[src/rtl/bank_pkg.sv]
package bank_pkg;
  localparam int MODE_W = 5;
  localparam int IDX_W  = 4;

  // physical copies: 8 low shared, 5 normal high, 5 fiq high, 1 pc, 6 pairs sp/lr
  localparam int NBANKS   = 6;
  localparam int P_FIQHI  = 13;
  localparam int P_PC     = 18;
  localparam int P_SPLR   = 19;
  localparam int NPHYS    = P_SPLR + 2 * NBANKS;
  localparam int PHYS_W   = $clog2(NPHYS);
  localparam int NSAVED   = NBANKS - 1;

  typedef enum logic [2:0] {
    BK_USR = 3'd0,
    BK_FIQ = 3'd1,
    BK_IRQ = 3'd2,
    BK_SVC = 3'd3,
    BK_ABT = 3'd4,
    BK_UND = 3'd5
  } bank_e;

  localparam logic [MODE_W-1:0] M_USR = 5'h10;
  localparam logic [MODE_W-1:0] M_FIQ = 5'h11;
  localparam logic [MODE_W-1:0] M_IRQ = 5'h12;
  localparam logic [MODE_W-1:0] M_SVC = 5'h13;
  localparam logic [MODE_W-1:0] M_ABT = 5'h17;
  localparam logic [MODE_W-1:0] M_UND = 5'h1B;
  localparam logic [MODE_W-1:0] M_SYS = 5'h1F;
endpackage

[src/rtl/bank_mode_decode.sv]
module bank_mode_decode
  import bank_pkg::*;
(
  input  logic [MODE_W-1:0] code,
  output logic              legal,
  output bank_e             bank
);
  always_comb begin
    legal = 1'b1;
    bank  = BK_USR;
    case (code)
      M_USR, M_SYS: bank = BK_USR;
      M_FIQ:        bank = BK_FIQ;
      M_IRQ:        bank = BK_IRQ;
      M_SVC:        bank = BK_SVC;
      M_ABT:        bank = BK_ABT;
      M_UND:        bank = BK_UND;
      default:      legal = 1'b0;
    endcase
  end
endmodule

[src/rtl/bank_index_map.sv]
module bank_index_map
  import bank_pkg::*;
(
  input  bank_e             bank,
  input  logic [IDX_W-1:0]  idx,
  output logic [PHYS_W-1:0] pidx
);
  logic [PHYS_W-1:0] ext;

  always_comb begin
    ext = PHYS_W'(idx);
    if (idx < IDX_W'(8))
      pidx = ext;
    else if (idx == IDX_W'(15))
      pidx = PHYS_W'(P_PC);
    else if (idx >= IDX_W'(13))
      pidx = PHYS_W'(P_SPLR) + PHYS_W'({bank, 1'b0}) + (ext - PHYS_W'(13));
    else if (bank == BK_FIQ)
      pidx = PHYS_W'(P_FIQHI) + (ext - PHYS_W'(8));
    else
      pidx = ext;
  end
endmodule

[src/rtl/bank_regfile.sv]
module bank_regfile
  import bank_pkg::*;
#(
  parameter int              DATA_W   = 32,
  parameter logic [DATA_W-1:0] RESET_SP = 32'h1000_0000
) (
  input  logic              clk,
  input  logic              rst_n,
  input  logic              mode_req_valid,
  input  logic [MODE_W-1:0] mode_req_code,
  input  logic              wr_en,
  input  logic [IDX_W-1:0]  wr_idx,
  input  logic [DATA_W-1:0] wr_data,
  input  logic [IDX_W-1:0]  rd_a_idx,
  output logic [DATA_W-1:0] rd_a_data,
  input  logic [IDX_W-1:0]  rd_b_idx,
  output logic [DATA_W-1:0] rd_b_data,
  input  logic              stat_wr_en,
  input  logic [DATA_W-1:0] stat_wr_data,
  input  logic              sav_wr_en,
  input  logic [DATA_W-1:0] sav_wr_data,
  output logic [DATA_W-1:0] sav_rd_data,
  output logic [MODE_W-1:0] mode_o,
  output logic [DATA_W-1:0] status_o
);
  localparam int                NUM_RD      = 2;
  localparam int                SVC_SP      = P_SPLR + 2 * int'(BK_SVC);
  localparam logic [DATA_W-1:0] RESET_FLAGS = DATA_W'(32'h0000_00C0);

  logic [DATA_W-1:0]      phys_q  [NPHYS];
  logic [DATA_W-1:0]      saved_q [NSAVED];
  logic [MODE_W-1:0]      mode_q;
  bank_e                  bank_q;
  logic [DATA_W-1:MODE_W] flags_q;

  // mode request decode
  logic  req_legal;
  bank_e req_bank;
  logic  do_switch;

  bank_mode_decode u_dec (
    .code  (mode_req_code),
    .legal (req_legal),
    .bank  (req_bank)
  );

  assign do_switch = mode_req_valid && req_legal && (mode_req_code != mode_q);

  always_ff @(posedge clk or negedge rst_n) begin
    if (!rst_n) begin
      mode_q  <= M_SVC;
      bank_q  <= BK_SVC;
      flags_q <= RESET_FLAGS[DATA_W-1:MODE_W];
    end else begin
      if (do_switch) begin
        mode_q <= mode_req_code;
        bank_q <= req_bank;
      end
      if (stat_wr_en) flags_q <= stat_wr_data[DATA_W-1:MODE_W];
    end
  end

  assign mode_o   = mode_q;
  assign status_o = {flags_q, mode_q};

  // read ports: logical to physical through the current bank
  logic [IDX_W-1:0]  rd_idx  [NUM_RD];
  logic [PHYS_W-1:0] rd_pidx [NUM_RD];
  logic [DATA_W-1:0] rd_data [NUM_RD];

  assign rd_idx[0] = rd_a_idx;
  assign rd_idx[1] = rd_b_idx;

  for (genvar r = 0; r < NUM_RD; r++) begin : g_rd
    bank_index_map u_map (
      .bank (bank_q),
      .idx  (rd_idx[r]),
      .pidx (rd_pidx[r])
    );
    assign rd_data[r] = phys_q[rd_pidx[r]];
  end

  assign rd_a_data = rd_data[0];
  assign rd_b_data = rd_data[1];

  // write port uses the bank held before any switch in this cycle
  logic [PHYS_W-1:0] wr_pidx;

  bank_index_map u_wmap (
    .bank (bank_q),
    .idx  (wr_idx),
    .pidx (wr_pidx)
  );

  for (genvar p = 0; p < NPHYS; p++) begin : g_phys
    always_ff @(posedge clk or negedge rst_n) begin
      if (!rst_n)
        phys_q[p] <= (p == SVC_SP) ? RESET_SP : '0;
      else if (wr_en && wr_pidx == PHYS_W'(p))
        phys_q[p] <= wr_data;
    end
  end

  // saved-status copies, one per exception bank
  logic [2:0] sav_sel;
  logic       sav_present;

  assign sav_present = (bank_q != BK_USR);
  assign sav_sel     = 3'(bank_q) - 3'd1;

  for (genvar s = 0; s < NSAVED; s++) begin : g_sav
    always_ff @(posedge clk or negedge rst_n) begin
      if (!rst_n)
        saved_q[s] <= '0;
      else if (sav_wr_en && sav_present && sav_sel == 3'(s))
        saved_q[s] <= sav_wr_data;
    end
  end

  assign sav_rd_data = sav_present ? saved_q[sav_sel] : '0;
endmodule

[config.mk]
export PLATFORM = sky130hd
export DESIGN_NAME = bank_regfile
export DESIGN_NICKNAME = d
export VERILOG_FILES = /design/src/rtl/bank_pkg.sv /design/src/rtl/bank_mode_decode.sv /design/src/rtl/bank_index_map.sv /design/src/rtl/bank_regfile.sv
export SDC_FILE = /design/constraint.sdc
export NUM_CORES = 2
export LEC_CHECK = 0
export BUFFER_PORTS_ARGS = -buffer_cell sky130_fd_sc_hd__buf_4
export CORE_MARGIN = 8
export CORE_UTILIZATION = 45
export CTS_CLUSTER_DIAMETER = 40
export DETAILED_ROUTE_END_ITERATION = 8
export SYNTH_ARGS = -nofsm -noshare
export SYNTH_HDL_FRONTEND = slang
export SYNTH_HIERARCHICAL = 1
export SYNTH_SLANG_ARGS = --single-unit
[constraint.sdc]
create_clock -name clk -period 6.28 [get_ports clk]
set_input_delay 1.256 -clock clk [delete_from_list [all_inputs] [get_ports clk]]
set_output_delay 1.256 -clock clk [all_outputs]
set_load 0.01 [all_outputs]
* Word level (Yosys, flattened, before mapping)
Cells that the tools add are included.
** Storage, ports and cells
- Output and inout bits :: 133
- Bits in registers :: 1187
- Word-level logic and storage cells :: 178
** Cells by class
- Eq/ne operators :: 46
- Order comparisons :: 9
- Mux-type cells :: 24
- Reductions and logical operators :: 43
- Add/sub/neg operators :: 14
- Bitwise logic cells :: 3
** Operators by type and width (count)
- binary-select mux 32 bit (select 5 bit) :: 2
- two-way mux 32 bit :: 7
- equality test 5 bit, second input constant :: 22
- binary-select mux 32 bit (select 3 bit) :: 1
- two-way mux 5 bit :: 12
- equality test 5 x 4 -> 1 bit, second input constant :: 8
- logical AND 1 bit :: 39
- subtractor 4 x 4 -> 5 bit, second input constant :: 6
- equality test 5 x 3 -> 1 bit, second input constant :: 4
- >= comparator 4 bit, second input constant :: 4
- adder 4 x 5 -> 5 bit, first input constant :: 3
- adder 5 bit :: 3
- one-hot mux 3 bit (5 select lines) :: 1
- equality test 4 bit, second input constant :: 3
- >= comparator 6 bit, second input constant :: 2
- less-than comparator 4 bit, second input constant :: 3
- inverter 5 -> 6 bit :: 2
- equality test 5 x 2 -> 1 bit, second input constant :: 2
- OR reduction 7 bit :: 1
- equality test 3 x 1 -> 1 bit, second input constant :: 2
- equality test 3 x 2 -> 1 bit, second input constant :: 2
- adder 5 x 4 -> 5 bit, first input constant :: 1
- equality test 5 x 1 -> 1 bit, second input constant :: 1
- zero test 5 bit :: 1
- 7 further kinds :: 7

* Longest topological paths before layout
- Depth after elaboration :: 10
- Depth in mapped cells :: 16

* Cells and area by module
The synthesis kept the hierarchy.
** Modules (own cells, without submodules)
- bank_regfile :: area each 61526.5 sq um, times used 1, cells each 4200, sequential area each 29713.5 sq um
- bank_index_map :: area each 332.8 sq um, times used 3, cells each 44, sequential area each 0.0 sq um
- bank_mode_decode :: area each 63.8 sq um, times used 1, cells each 9, sequential area each 0.0 sq um

* Worst setup path after synthesis
OpenSTA, ideal clock, no wires.
- Path kind :: input -> output
- From :: in rd_b_idx[2]
- To :: out rd_b_data[12]
- Data required time :: 5024 ps
- Slack :: 1077 ps
- Stages :: 15
- Arrival :: 3947 ps
- Path buffers :: 3
- Cells stage by stage :: inv_2 ha_1 inv_1 ha_1 inv_1 fa_1 xnor2_1 a21oi_1 a221oi_2 buf_2 buf_4 clkbuf_4 mux2i_1 a211o_1 a211oi_1
** RTL lines
- from (decl) :: RTL line bank_regfile.sv:16 : input logic [IDX_W-1:0] rd_b_idx,
- to (decl) :: RTL line bank_regfile.sv:17 : output logic [DATA_W-1:0] rd_b_data,

==> impl_metrics.tcl <==
set metrics [dict create \
    ys.flop_type "dfrtp_1" \
    synth_cells 4341 \
    grt_pass1_vias 42900 \
    regArea_sq_mm 0.0297 \
    layout.nets 4685 \
    pre_cts_slack_ps -18.2 \
    syn_area_sq_mm 0.0626 \
    vdd_drop_max_mv 0.244 \
    vias_per_cell 6.33 \
    fmax_mhz 164 \
    drive_gt1_share_pct 54.6 \
    initial_core_util_pct 45.1 \
    cts_max_level 4 \
    clock_sinks 1187 \
    ant_nets 0 \
    p_total_w 0.0281 \
    hold_viol_final 0 \
    synth_area_leaders "dfrtp_1 47%, mux2_2 24%, mux4_2 13%" \
    status "finished, final reports clean" \
    crit_family "compound AO/OA/AOI/OAI gates" \
    p_leak_nw 32.9 \
    critPathArrivalTime_ps 4830 \
    multi_input_area_sq_mm 0.0310 \
    setup_ws_ps 195 \
    io_buffers 246 \
    die_w_microns 389 \
    worst_ep_required_time_ps 5020 \
    cts_tree "built" \
    post-route-period-util_pct 96.9 \
    cts-root-buf "clkbuf_16" \
    cts_max_path_buffers 3 \
    syn_avg_cell_area_sq_um 14.4 \
    insertion_delay_ps 850 \
    cp_common_cell "buf_4" \
    async_reset_ff_share_pct 100 \
    cp_max_fo 16 \
    row_count 137 \
    area_growth_pct 18.7 \
    synth_warnings 6 \
    post-route-min-period_ps 6090 \
    syn_nets 4489 \
    io_pins 252 \
    setup_viol 0 \
    place_congestion 0.796 \
    grt-ovfl-total 0 \
    min_path_type "in2async" \
    drt_iter0_drc 3395 \
    worst_pin_slew_ps 1090 \
    drv_cap 0 \
    placed_cells_incl_taps 6131 \
    slowest_stage "dfstp_4" \
    synth_edf_count 0 \
    synth_top_area_share_pct 47.1 \
    startpoint_type "register" \
    path_buf_inv 4 \
    fillers 11500 \
    end_kind "output port" \
    dieArea_sq_mm 0.151 \
    wl_mm 199 \
    max_stage_delay_ps 680 \
    wl_per_cell_microns 30.6 \
    ys_seq_area_share_pct 47.5 \
    cp_cell_sequence "buf_4 -> or3b_4 -> a21oi_4 -> o21ai_1 -> a22o_4 -> buf_4 -> nor2_4 -> buf_4 -> a22o_1 -> o31a_1 -> o211ai_1 -> buf_4" \
    relSlewSlack_pct 27.0 \
    core_region_area_sq_mm 0.139 \
    dr_total_vias 41300 \
    clkTransAtPathRegs_ps 60 \
    gr-usage-all-layers_pct 25.8 \
    drc 0 \
    yosysTopAreaCell "dfrtp_1" \
    numCtsBuffers 198 \
    cts_hold_buf 0 \
    slew_viol_final 0 \
    dr.pass1.iters 5 \
    worstSetupPathType "reg2out" \
    hpwl_mm 115 \
    finalNonFillerCells 6522 \
    yosysUniqueCellTypes 62 \
    grt_pass1_wl_mm 294 \
    die_y_microns 389 \
    antenna_found_initial 9 \
    powerDensity_mw_per_mm2 379 \
    grt_max_degree 171 \
    finClkSkew_ps 69.9 \
    yosys_register_bits 1187 \
]
-- layout by cell type (no fill, tap or decap), types with 9 or more instances in the layout --
master	count
bufinv_16	14
ha_1	26
a21oi_1	13
a211oi_1	59
mux4_2	354
buf_4	380
nor2_1	42
nor2b_1	36
a22oi_1	97
clkbuf_16	199
o21ai_0	39
o31a_1	30
nand2_2	9
dfrtp_1	1179
mux2i_1	156
clkinv_16	15
o22ai_1	128
a22o_1	33
nor2_4	12
inv_6	22
clkinvlp_4	25
clkbuf_1	17
clkbuf_8	26
a221oi_1	32
mux2_2	1320
buf_12	57
a211o_1	64
o211ai_1	32
inv_1	35
clkinv_4	28
clkinv_2	28
o2bb2ai_1	31
mux2_1	26
-- worst paths after layout --
kind,from,endpoint,slack [ps],depth (start not counted)
max reg2reg,bank_q[1]$_DFFE_PN1P_,phys_q[431]$_DFFE_PN0P_,1690,16
max in group asynchronous,rst_n,phys_q[184]$_DFFE_PN0P_,4280,2
max,bank_q[0]$_DFFE_PN1P_,rd_a_data[7],190,12
min in group clk,saved_q[148]$_DFFE_PN0P_,saved_q[148]$_DFFE_PN0P_,500,1
min reg2reg,saved_q[148]$_DFFE_PN0P_,saved_q[148]$_DFFE_PN0P_,500,1
min,rst_n,saved_q[72]$_DFFE_PN0P_,300,1
-- cell type report --
class	instances	area share, %
Antenna cell	5	0.0168
Clock buffer	241	7.24
Clock inverter	132	2.20
Inverter	39	0.197
Multi-Input combinational cell	2670	41.8
Sequential cell	1187	40.0
Tap cell	1807	3.04
Timing Repair Buffer	441	5.48
-- layer usage --
metal	track usage (%)	vias to the layer above	share of wire, %
li1	-	17200	-
met1	35.0	22100	42
met2	41.6	1537	48
met3	5.24	416	7.0
met4	8.93	4	3.5
met5	0	-	0.012
-- sequential cells by signal (all words and copies together), names as in the netlist --
signal	count
saved_q	160
mode_o	5
phys_q	992
bank_q	3
flags_q	27
-- power by group --
part           total (W)  internal [W]  switching (W)
Clock             0.0111       0.00681        0.00428
Sequential        0.0107       0.00942        0.00127
Combinational    0.00635       0.00366        0.00269
-- stage by stage --
stage	TNS, ps	cell area (sq um)	hold slack, ps	utilization (%)
5_1_grt	-20.4	74300	324	53.5
3_5_place_dp	-18.2	67100	487	48.3
6_report	0	74300	302	53.5
4_1_cts	0	74100	344	53.4
3_3_place_gp	-79.2	67100	482	48.3
2_1_floorplan	0	62600	467	-
-- what timing repair did --
| item | 4_1_cts | 5_1_grt |
|---|---|---|
| endpoints found under the setup margin | 15 | 30 |
| resized for setup | 3 | 7 |
| cloned | 1 | 1 |
| setup buffers | 3 | 8 |
| pin swaps | 0 | 1 |
-- cell families after synthesis --
family | Yosys count | synth area share [%]
multiplexers | 1856 | 39.4
flip-flops | 1187 | 47.5
AO/OA/AOI/OAI | 590 | 7.08
buffers and inverters | 485 | 3.57
AND/OR/NAND/NOR | 184 | 1.67
adder cells (fa/ha/maj) | 29 | 0.616
XOR/XNOR | 10 | 0.140
-- synth_stat cells (4+ instances only) --
cell type	instances
a211o_1	64
a22o_1	35
clkbuf_1	203
nand4b_1	4
buf_2	179
dfstp_2	8
a211oi_1	67
nand4_1	5
and2_4	6
o22ai_1	128
o21ai_0	39
ha_1	26
mux2_2	1320
mux2_1	26
a21oi_1	15
dfrtp_1	1179
nor2_1	55
nand2b_1	10
mux4_2	354
mux2i_1	156
nor3_1	8
xnor2_1	7
buf_1	16
a22oi_1	97
nor2b_1	41
o211ai_1	32
nand2_1	25
a221oi_1	32
inv_1	36
o2bb2ai_1	31
buf_4	43
nor3b_1	6
o31a_1	30
No activity file was read; power rests on OpenSTA's default activity.
